**config.mk**
```make
export PLATFORM = sky130hd
export DESIGN_NAME = addr_ovr_top
export DESIGN_NICKNAME = d
export VERILOG_FILES = /design/src/rtl/addr_ovr_pkg.sv /design/src/rtl/addr_ovr_cfg_bank.sv /design/src/rtl/addr_ovr_hi_merge.sv /design/src/rtl/addr_ovr_vmid_sel.sv /design/src/rtl/addr_ovr_top.sv
export SDC_FILE = /design/constraint.sdc
export NUM_CORES = 1
export LEC_CHECK = 0
export BUFFER_PORTS_ARGS = -buffer_cell sky130_fd_sc_hd__buf_4
export CORE_MARGIN = 8
export CORE_UTILIZATION = 28
export DETAILED_ROUTE_END_ITERATION = 7
export PLACE_DENSITY_LB_ADDON = 0.08
export SLEW_MARGIN = 20
export SYNTH_ARGS = -nofsm -noshare
export SYNTH_HDL_FRONTEND = slang
export SYNTH_SLANG_ARGS = --single-unit
```
**constraint.sdc**
```tcl
create_clock -name clk -period 3.3 [get_ports clk]
set_input_delay 0.66 -clock clk [delete_from_list [all_inputs] [get_ports clk]]
set_output_delay 0.66 -clock clk [all_outputs]
set_load 0.01 [all_outputs]
```
**src/rtl/addr_ovr_pkg.sv**
```systemverilog
`timescale 1ns/1ps
package addr_ovr_pkg;
    localparam int ADDR_W = 64;
    localparam int HI_W   = 32;
    localparam int LO_W   = ADDR_W - HI_W;
    localparam int VMID_W = 16;
    localparam int CNT_W  = 6;
    localparam int CFG_W  = 32;
    localparam int SEL_W  = 3;
    localparam int UP_LSB = CFG_W / 2;
    localparam int CNT_LSB = 8;

    typedef enum logic [1:0] {
        KIND_DATA  = 2'd0,
        KIND_PREF  = 2'd1,
        KIND_COMPL = 2'd2,
        KIND_RSVD  = 2'd3
    } kind_e;

    typedef enum logic [SEL_W-1:0] {
        SEL_CTRL       = 3'd0,
        SEL_REPL       = 3'd1,
        SEL_DATA_VMID  = 3'd2,
        SEL_SIDE_VMID  = 3'd3,
        SEL_QUEUE_VMID = 3'd4
    } sel_e;

    typedef struct packed {
        logic              data_en;
        logic              pref_en;
        logic              compl_en;
        logic              qvmid_en;
        logic              tag_en;
        logic [CNT_W-1:0]  cnt;
        logic [HI_W-1:0]   repl;
        logic [VMID_W-1:0] dvmid;
        logic [VMID_W-1:0] dmask;
        logic [VMID_W-1:0] pvmid;
        logic [VMID_W-1:0] cvmid;
        logic [VMID_W-1:0] qvmid;
    } qcfg_t;
endpackage

```
**src/rtl/addr_ovr_cfg_bank.sv**
```systemverilog
`timescale 1ns/1ps
module addr_ovr_cfg_bank
    import addr_ovr_pkg::*;
#(
    parameter int NUM_Q = 4,
    localparam int QW = $clog2(NUM_Q)
) (
    input  logic             clk,
    input  logic             rst_n,
    input  logic             cfg_we,
    input  logic [QW-1:0]    cfg_queue,
    input  logic [SEL_W-1:0] cfg_sel,
    input  logic [CFG_W-1:0] cfg_wdata,
    input  logic [QW-1:0]    rd_queue,
    output qcfg_t            rd_cfg
);
    qcfg_t regs [NUM_Q];

    always_ff @(posedge clk or negedge rst_n) begin
        if (!rst_n) begin
            for (int q = 0; q < NUM_Q; q++) regs[q] <= '0;
        end else if (cfg_we) begin
            for (int q = 0; q < NUM_Q; q++) begin
                if (cfg_queue == QW'(q)) begin
                    case (cfg_sel)
                        SEL_CTRL: begin
                            regs[q].data_en  <= cfg_wdata[0];
                            regs[q].pref_en  <= cfg_wdata[1];
                            regs[q].compl_en <= cfg_wdata[2];
                            regs[q].qvmid_en <= cfg_wdata[3];
                            regs[q].tag_en   <= cfg_wdata[4];
                            regs[q].cnt      <= cfg_wdata[CNT_LSB +: CNT_W];
                        end
                        SEL_REPL: regs[q].repl <= cfg_wdata[HI_W-1:0];
                        SEL_DATA_VMID: begin
                            regs[q].dvmid <= cfg_wdata[VMID_W-1:0];
                            regs[q].dmask <= cfg_wdata[UP_LSB +: VMID_W];
                        end
                        SEL_SIDE_VMID: begin
                            regs[q].pvmid <= cfg_wdata[VMID_W-1:0];
                            regs[q].cvmid <= cfg_wdata[UP_LSB +: VMID_W];
                        end
                        SEL_QUEUE_VMID: regs[q].qvmid <= cfg_wdata[VMID_W-1:0];
                        default: ;
                    endcase
                end
            end
        end
    end

    assign rd_cfg = regs[rd_queue];
endmodule

```
**src/rtl/addr_ovr_hi_merge.sv**
```systemverilog
`timescale 1ns/1ps
module addr_ovr_hi_merge
    import addr_ovr_pkg::*;
(
    input  logic [CNT_W-1:0] cnt,
    input  logic [HI_W-1:0]  repl,
    input  logic [HI_W-1:0]  orig,
    output logic [HI_W-1:0]  merged
);
    localparam logic [CNT_W-1:0] MAX_CNT = CNT_W'(HI_W);

    logic [CNT_W-1:0] eff_cnt;
    logic [HI_W-1:0]  take;

    assign eff_cnt = (cnt > MAX_CNT) ? MAX_CNT : cnt;

    // bit b is among the top eff_cnt bits when b + eff_cnt reaches HI_W
    for (genvar b = 0; b < HI_W; b++) begin : g_bit
        assign take[b] = (int'(eff_cnt) + b) >= HI_W;
    end

    assign merged = (repl & take) | (orig & ~take);
endmodule

```
**src/rtl/addr_ovr_vmid_sel.sv**
```systemverilog
`timescale 1ns/1ps
module addr_ovr_vmid_sel
    import addr_ovr_pkg::*;
(
    input  logic [1:0]        kind,
    input  qcfg_t             cfg,
    input  logic [VMID_W-1:0] addr_tag,
    output logic [VMID_W-1:0] vmid,
    output logic              repl_en
);
    logic [VMID_W-1:0] fallback;

    always_comb begin
        if (cfg.qvmid_en)    fallback = cfg.qvmid;
        else if (cfg.tag_en) fallback = addr_tag;
        else                 fallback = '0;
    end

    always_comb begin
        repl_en = 1'b0;
        vmid    = fallback;
        unique case (kind_e'(kind))
            KIND_DATA: begin
                if (cfg.data_en) begin
                    repl_en = 1'b1;
                    vmid    = (cfg.dmask & addr_tag) | (~cfg.dmask & cfg.dvmid);
                end
            end
            KIND_PREF:  if (cfg.pref_en)  vmid = cfg.pvmid;
            KIND_COMPL: if (cfg.compl_en) vmid = cfg.cvmid;
            KIND_RSVD:  vmid = fallback;
        endcase
    end
endmodule

```
**src/rtl/addr_ovr_top.sv**
```systemverilog
`timescale 1ns/1ps
module addr_ovr_top
    import addr_ovr_pkg::*;
#(
    parameter int NUM_Q = 4,
    localparam int QW = $clog2(NUM_Q)
) (
    input  logic              clk,
    input  logic              rst_n,
    input  logic              cfg_we,
    input  logic [QW-1:0]     cfg_queue,
    input  logic [SEL_W-1:0]  cfg_sel,
    input  logic [CFG_W-1:0]  cfg_wdata,
    input  logic              in_valid,
    input  logic [QW-1:0]     in_queue,
    input  logic [1:0]        in_kind,
    input  logic [ADDR_W-1:0] in_addr,
    output logic              out_valid,
    output logic [ADDR_W-1:0] out_addr,
    output logic [VMID_W-1:0] out_vmid
);
    qcfg_t             cur_cfg;
    logic [HI_W-1:0]   merged_hi;
    logic [VMID_W-1:0] nxt_vmid;
    logic              repl_en;
    logic [ADDR_W-1:0] nxt_addr;

    addr_ovr_cfg_bank #(.NUM_Q(NUM_Q)) u_bank (
        .clk       (clk),
        .rst_n     (rst_n),
        .cfg_we    (cfg_we),
        .cfg_queue (cfg_queue),
        .cfg_sel   (cfg_sel),
        .cfg_wdata (cfg_wdata),
        .rd_queue  (in_queue),
        .rd_cfg    (cur_cfg)
    );

    addr_ovr_hi_merge u_merge (
        .cnt    (cur_cfg.cnt),
        .repl   (cur_cfg.repl),
        .orig   (in_addr[ADDR_W-1:LO_W]),
        .merged (merged_hi)
    );

    addr_ovr_vmid_sel u_vmid (
        .kind     (in_kind),
        .cfg      (cur_cfg),
        .addr_tag (in_addr[ADDR_W-1 -: VMID_W]),
        .vmid     (nxt_vmid),
        .repl_en  (repl_en)
    );

    assign nxt_addr = repl_en ? {merged_hi, in_addr[LO_W-1:0]} : in_addr;

    always_ff @(posedge clk or negedge rst_n) begin
        if (!rst_n) begin
            out_valid <= 1'b0;
            out_addr  <= '0;
            out_vmid  <= '0;
        end else begin
            out_valid <= in_valid;
            if (in_valid) begin
                out_addr <= nxt_addr;
                out_vmid <= nxt_vmid;
            end
        end
    end
endmodule

```
# After elaboration in Yosys (flattened, before gate mapping)

Index checks and enable logic that the tools add are counted.

Bitwise gates (word level): 9
Magnitude comparators: 34
Multiplexer cells: 13
Equal/unequal tests: 10
Reduce and logical (&&, ||, !) cells: 23
Add/subtract/negate cells: 31

Operator list:

| cell                                                                                  | number |
|---|---|
| 32-bit by 7-bit greater-or-equal comparator with 1-bit output (second input constant) | 31 |
| 123-bit binary-select mux with 2-bit select                                           | 1 |
| 123-bit 2-to-1 mux                                                                    | 2 |
| 6-bit by 5-bit adder with 7-bit output (second input constant)                        | 16 |
| 16-bit 2-to-1 mux                                                                     | 5 |
| 32-bit AND                                                                            | 2 |
| 64-bit 2-to-1 mux                                                                     | 1 |
| 16-bit one-hot mux with 4 select lines                                                | 1 |
| 3-bit AND reduction                                                                   | 20 |
| 6-bit by 4-bit adder with 7-bit output (second input constant)                        | 8 |
| 16-bit AND                                                                            | 2 |
| 32-bit inverter                                                                       | 1 |
| 32-bit OR                                                                             | 1 |
| 6-bit by 3-bit adder with 7-bit output (second input constant)                        | 4 |
| 16-bit inverter                                                                       | 1 |
| 16-bit OR                                                                             | 1 |
| 6-bit by 2-bit adder with 7-bit output (second input constant)                        | 2 |
| 2-bit equality test (second input constant)                                           | 4 |
| 6-bit by 1-bit adder with 7-bit output (second input constant)                        | 1 |
| 3-bit by 2-bit equality test with 1-bit output (second input constant)                | 2 |
| 6-bit greater-or-equal comparator (second input constant)                             | 1 |
| 6-bit greater-than comparator (second input constant)                                 | 1 |
| 6-bit 2-to-1 mux                                                                      | 1 |
| 2-bit by 1-bit equality test with 1-bit output (second input constant)                | 2 |
| 7 further kinds                                                                       | 9 |

Logic and storage cells: 171
Register bits: 573
Bits of input ports: 109
Output and inout port bits: 81

# Longest topological paths before layout

Word-level depth: 12
Gate-level depth with buffers: 10
Mapped depth without buffers: 5

# Hierarchy

Synthesis repeated with hierarchy kept, for this count alone.

Cell total of the unflattened synthesis: 1,730
Area, all modules: 26,660.6 µm²

Modules (own cells, without submodules):

| module            | instances | cells an instance | area each (µm²) |
|---|---|---|---|
| addr_ovr_cfg_bank | 1         | 1,257             | 21,723.3 |
| addr_ovr_top      | 1         | 241               | 3,313.2 |
| addr_ovr_vmid_sel | 1         | 143               | 944.7 |
| addr_ovr_hi_merge | 1         | 89                | 679.4 |

# Worst setup path before layout

Ideal clock, no wire load.

Path type: input-to-reg
From: input port in_queue[0]
To: register out_addr[49]
Stages: 7
Arrival: 2.347 ns
Setup time: 0.125 ns
Slack: 0.828 ns
Buffers on the path: 4
Path through: buf_6 buf_6 buf_6 buf_4 mux4_2 mux2_1 mux2_4

Longest elaborated chain between the ends: 12
Elaborated cells on any way between the ends: 15

Ends and longest elaborated chain:

| element                                                       | line                    | RTL |
|---|---|---|
| start: declaration                                            | addr_ovr_top.sv:15      | `input logic [QW-1:0] in_queue,` |
| 2-bit inverter with 3-bit output (not written as such) (*)    | addr_ovr_cfg_bank.sv:51 | `assign rd_cfg = regs[rd_queue];` |
| 123-bit binary-select mux with 2-bit select (*)               | addr_ovr_cfg_bank.sv:51 |  |
| 123-bit 2-to-1 mux (not written as such) (*) (2 in a row)     | addr_ovr_cfg_bank.sv:51 |  |
| 6-bit greater-than comparator                                 | addr_ovr_hi_merge.sv:15 | `assign eff_cnt = (cnt > MAX_CNT) ? MAX_CNT : cnt;` |
| 6-bit 2-to-1 mux                                              | addr_ovr_hi_merge.sv:15 |  |
| 6-bit by 5-bit adder with 7-bit output                        | addr_ovr_hi_merge.sv:19 | `assign take[b] = (int'(eff_cnt) + b) >= HI_W;` |
| 32-bit by 7-bit greater-or-equal comparator with 1-bit output | addr_ovr_hi_merge.sv:19 |  |
| 32-bit inverter                                               | addr_ovr_hi_merge.sv:22 | `assign merged = (repl & take) \| (orig & ~take);` |
| 32-bit AND                                                    | addr_ovr_hi_merge.sv:22 |  |
| 32-bit OR                                                     | addr_ovr_hi_merge.sv:22 |  |
| 64-bit 2-to-1 mux (*)                                         | addr_ovr_top.sv:54      | `assign nxt_addr = repl_en ? {merged_hi, in_addr[LO_W-1:0]} : in_addr;` |
| end signal: assignment                                        | addr_ovr_top.sv:64      | `out_addr <= nxt_addr;` |
| end: declaration                                              | addr_ovr_top.sv:19      | `output logic [ADDR_W-1:0] out_addr,` |

Mark *: on every way between the ends. The rest lies on a longest branch, timed or not. The select of a mux whose other input is x is not followed.
A chain may end at the register's enable or synchronous reset.

# Final worst setup path

From: register u_bank.regs[240] in the netlist's numbering
To: register out_addr[56]

Longest elaborated chain between the ends: 11
Elaborated cells on any way between the ends: 12

Ends and longest elaborated chain:

| element                                                           | line                    | RTL |
|---|---|---|
| start: declaration                                                | addr_ovr_cfg_bank.sv:17 | `qcfg_t regs [NUM_Q];` |
| 123-bit binary-select mux with 2-bit select (*)                   | addr_ovr_cfg_bank.sv:51 |  |
| 123-bit 2-to-1 mux (not written as such) (*) (2 in a row)         | addr_ovr_cfg_bank.sv:51 |  |
| 6-bit greater-than comparator                                     | addr_ovr_hi_merge.sv:15 |  |
| 6-bit 2-to-1 mux (*)                                              | addr_ovr_hi_merge.sv:15 |  |
| 6-bit by 5-bit adder with 7-bit output (*)                        | addr_ovr_hi_merge.sv:19 |  |
| 32-bit by 7-bit greater-or-equal comparator with 1-bit output (*) | addr_ovr_hi_merge.sv:19 |  |
| 32-bit inverter                                                   | addr_ovr_hi_merge.sv:22 |  |
| 32-bit AND                                                        | addr_ovr_hi_merge.sv:22 |  |
| 32-bit OR (*)                                                     | addr_ovr_hi_merge.sv:22 |  |
| 64-bit 2-to-1 mux (*)                                             | addr_ovr_top.sv:54      |  |

Marks and branches as above.

==> run_results.csv <==
group,metric,value,unit
synth,syn_inst,1783,
synth,syn_nets,1892,
setup_path,r2r-start,"u_bank.regs[240]",
synth,synth.distinct_cells,50,
drt,wl_per_cell,26.1,um
synth,synth_top_area_frac,0.552,
placed_design,placedCellCount,3110,
clocking,cts_tree,"built",
setup_path,end_kind,"register",
floorplanning,die_area,0.103,sq mm
worst_hold_path,worstHoldStart,"in_addr[24]",
final_layout,final_nets,2050,
drt,antenna_left,0,
sta,finalMaxSlewViolations,0,
final_layout,drive_above_1_share,0.508,
drt,drc,0,
sta,clock_skew,0.0233,ns
sta,tightest_slew,0.957,ns
setup_path,crit_start,"u_bank.regs[240]",
final_layout,areaGrowthSynthToFinish,20.3,%
sta,post-route-period-util,0.681,
synth,postSynth.asyncResetShare,1.00,
final_layout,final_common_cell,"dfrtp_1",
synth,synth_top_area_cell,"dfrtp_1",
grt,first_global_vias,16900,
clocking,clk_path_buf_depth,3,
floorplanning,rows,111,
synth,ys_ff_latch,573,
setup_path,cp_max_fo,17,
synth,avgSynthCellArea,14.6,sq um
final_layout,final_core_util,0.340,
pwr,clkPwrFrac,0.382,
sta,min_period,2.25,ns
grt,grt_pass1_wl,124000,um
flow_run,drv_cap,0,
clocking,cts-resized-gates,0,
clocking,cts_sinks,573,
pwr,switchingPower,5.40,mW
setup_path,arrival,2.72,ns
floorplanning,io_pins,190,
pwr,p_comb_frac,0.175,
clocking,cts_root_buffer,"clkbuf_16",
sta,worst_slack,1.05,ns
final_layout,mostFrequentLayoutCells,"dfrtp_1, mux2_2, buf_4",
placed_design,dpl_worst_slack,0.485,ns
clocking,clk_pin_slew_worst_paths,0.06,ns
grt,overflow,0,
drt,totalWireLength,84600,um
grt,grt_start_max_net_pins,105,
final_layout,final_cells,3237,
setup_path,worstSetupPathType,"reg2reg",
synth,synth_warnings,0,
floorplanning,core_area,0.0918,sq mm
pwr,max-vdd-ir-drop,0.350,mV
drt,drtIter0Drc,1070,
sta,slew-limit-headroom,0.358,
synth,yosys-top-cells-area,"dfrtp_1, mux2_2, mux4_2, mux2i_1, nor2_1",
setup_path,crit_required,3.77,ns
sta,holdWs,0.291,ns
drt,vias,15900,
floorplanning,fp.dieH,321,um
synth,seq_area_frac_synth,0.552,
drt,drt_pass1_iterations,5,
placed_design,io_buffers,189,
run_status,outcome,"finished, final reports clean",
sta,rsz0062_at_grt,"no",
sta,fmax,445,MHz
pwr,p_leak,13.7,nW
synth,synth_edf_count,0,
pwr,p_per_area,651,mW/mm^2
placed_design,dp_hpwl,55400,um
drt,vias_per_cell,4.93,
floorplanning,die_width,321,um
placed_design,routabilityCongestion,0.757,
sta,hold_viol_final,0,
synth,synth-main-ff-cell,"dfrtp_1",
worst_hold_path,hp-class,"in2reg",
pwr,internal-power,14.9,mW
clocking,clkLatencyLatePin,0.60,ns
sta,tns,0,ns
clocking,cts_buffers,71,
pwr,seqPwrFrac,0.443,
floorplanning,initial_core_util,0.283,
pwr,swShare,0.265,
clocking,cts_max_level,3,
synth,synth_area,0.0260,sq mm
sta,setup_viol,0,
setup_path,cp-start-kind,"register",
grt,track_usage,0.163,
grt,antenna_found_initial,8,
==> Yosys cell counts (2+ instances only) <==
master / n
dfrtp_1: 573
mux2_2: 522
mux4_2: 123
nor2_1: 87
clkbuf_1: 79
a21oi_1: 57
nand2_1: 52
mux2i_1: 42
buf_2: 35
inv_1: 35
o22ai_1: 31
buf_1: 22
o21ai_0: 21
a31oi_1: 20
buf_4: 11
nor2b_1: 7
nand3_1: 6
o211ai_1: 6
buf_6: 5
nand4_1: 4
mux2_1: 3
o21ai_1: 3
o311ai_0: 3
o31ai_1: 3
a21oi_2: 2
and2_1: 2
nand3b_1: 2
nor3_1: 2
nor3_2: 2
nor3b_1: 2
o221ai_1: 2
==> what timing repair did <==
item                                   in CTS  in global routing
setup endpoints to repair                   0                  0
hold buffers                                1                  0
endpoints found under the hold margin      34                  0
buffers inserted                            0                  0
==> worst paths after layout <==
check                      cells after the start          endpoint  slack [ns]
max in group asynchronous                      3  u_bank.regs[463]        1.70
hold reg to reg                                1   u_bank.regs[73]        0.49
setup / recovery                               5      out_addr[56]        1.05
setup reg to reg                               5      out_addr[56]        1.05
hold / removal                                 2      out_addr[24]        0.29
min in group asynchronous                      2  u_bank.regs[167]        0.60
==> metal layers <==
metal / GRT usage / up-vias / share of wire
li1: - / 6851 / -
met1: 0.231 / 8605 / 0.47
met2: 0.257 / 394 / 0.46
met3: 0.0333 / 99 / 0.049
met4: 0.0382 / 0 / 0.021
met5: 0 / - / 0
==> sequential cells by signal, indices dropped and copies added (netlist names) <==
name,flops
u_bank.regs,492
out_addr,64
out_vmid,16
out_valid,1
==> per-stage QoR <==
step                total power, mW  cell area [sq um]
global placement               12.7              28900
global route                   21.4              31300
CTS                            20.7              31300
floorplan                      11.3              26000
detailed placement             12.8              28900
finish                         20.3              31300
==> cells by family (layout without fill, tap and decap cells) <==
group                  after synthesis  count (layout)  synth area share
AO/OA/AOI/OAI                      156             156            0.0358
buffers and inverters              188             397            0.0319
flip-flops                         573             573             0.552
multiplexers                       691             691             0.351
other                                0               2                 0
AND/OR/NAND/NOR                    175             175            0.0295
==> cell type report <==
type	instances	area, sq um
Tap cell	1243	1560
Sequential cell	573	14300
Fill cell	8920	60500
Clock buffer	108	2150
Timing Repair Buffer	238	2030
Clock inverter	16	174
Antenna cell	2	5.00
Multi-Input combinational cell	1022	10900
Inverter	35	131
==> power groups by stage <==
stage          Combinational [mW]  Sequential, mW  Clock, mW
2_1_floorplan                2.36            8.90          0
3_3_place_gp                 3.59            9.08          0
3_5_place_dp                 3.65            9.12          0
4_1_cts                      3.67            9.00       8.05
5_1_grt                      3.88            9.17       8.33
6_report                     3.57            9.00       7.77
==> worst max-delay path, cell delays in order (launching register included) <==
cell and delay [ns]:
dfrtp_1 0.38, mux4_2 0.65, or3_1 0.46, nand2_1 0.16
mux2i_1 0.35, a21oi_1 0.11
Note: power is estimated with default switching activity, not from simulation.
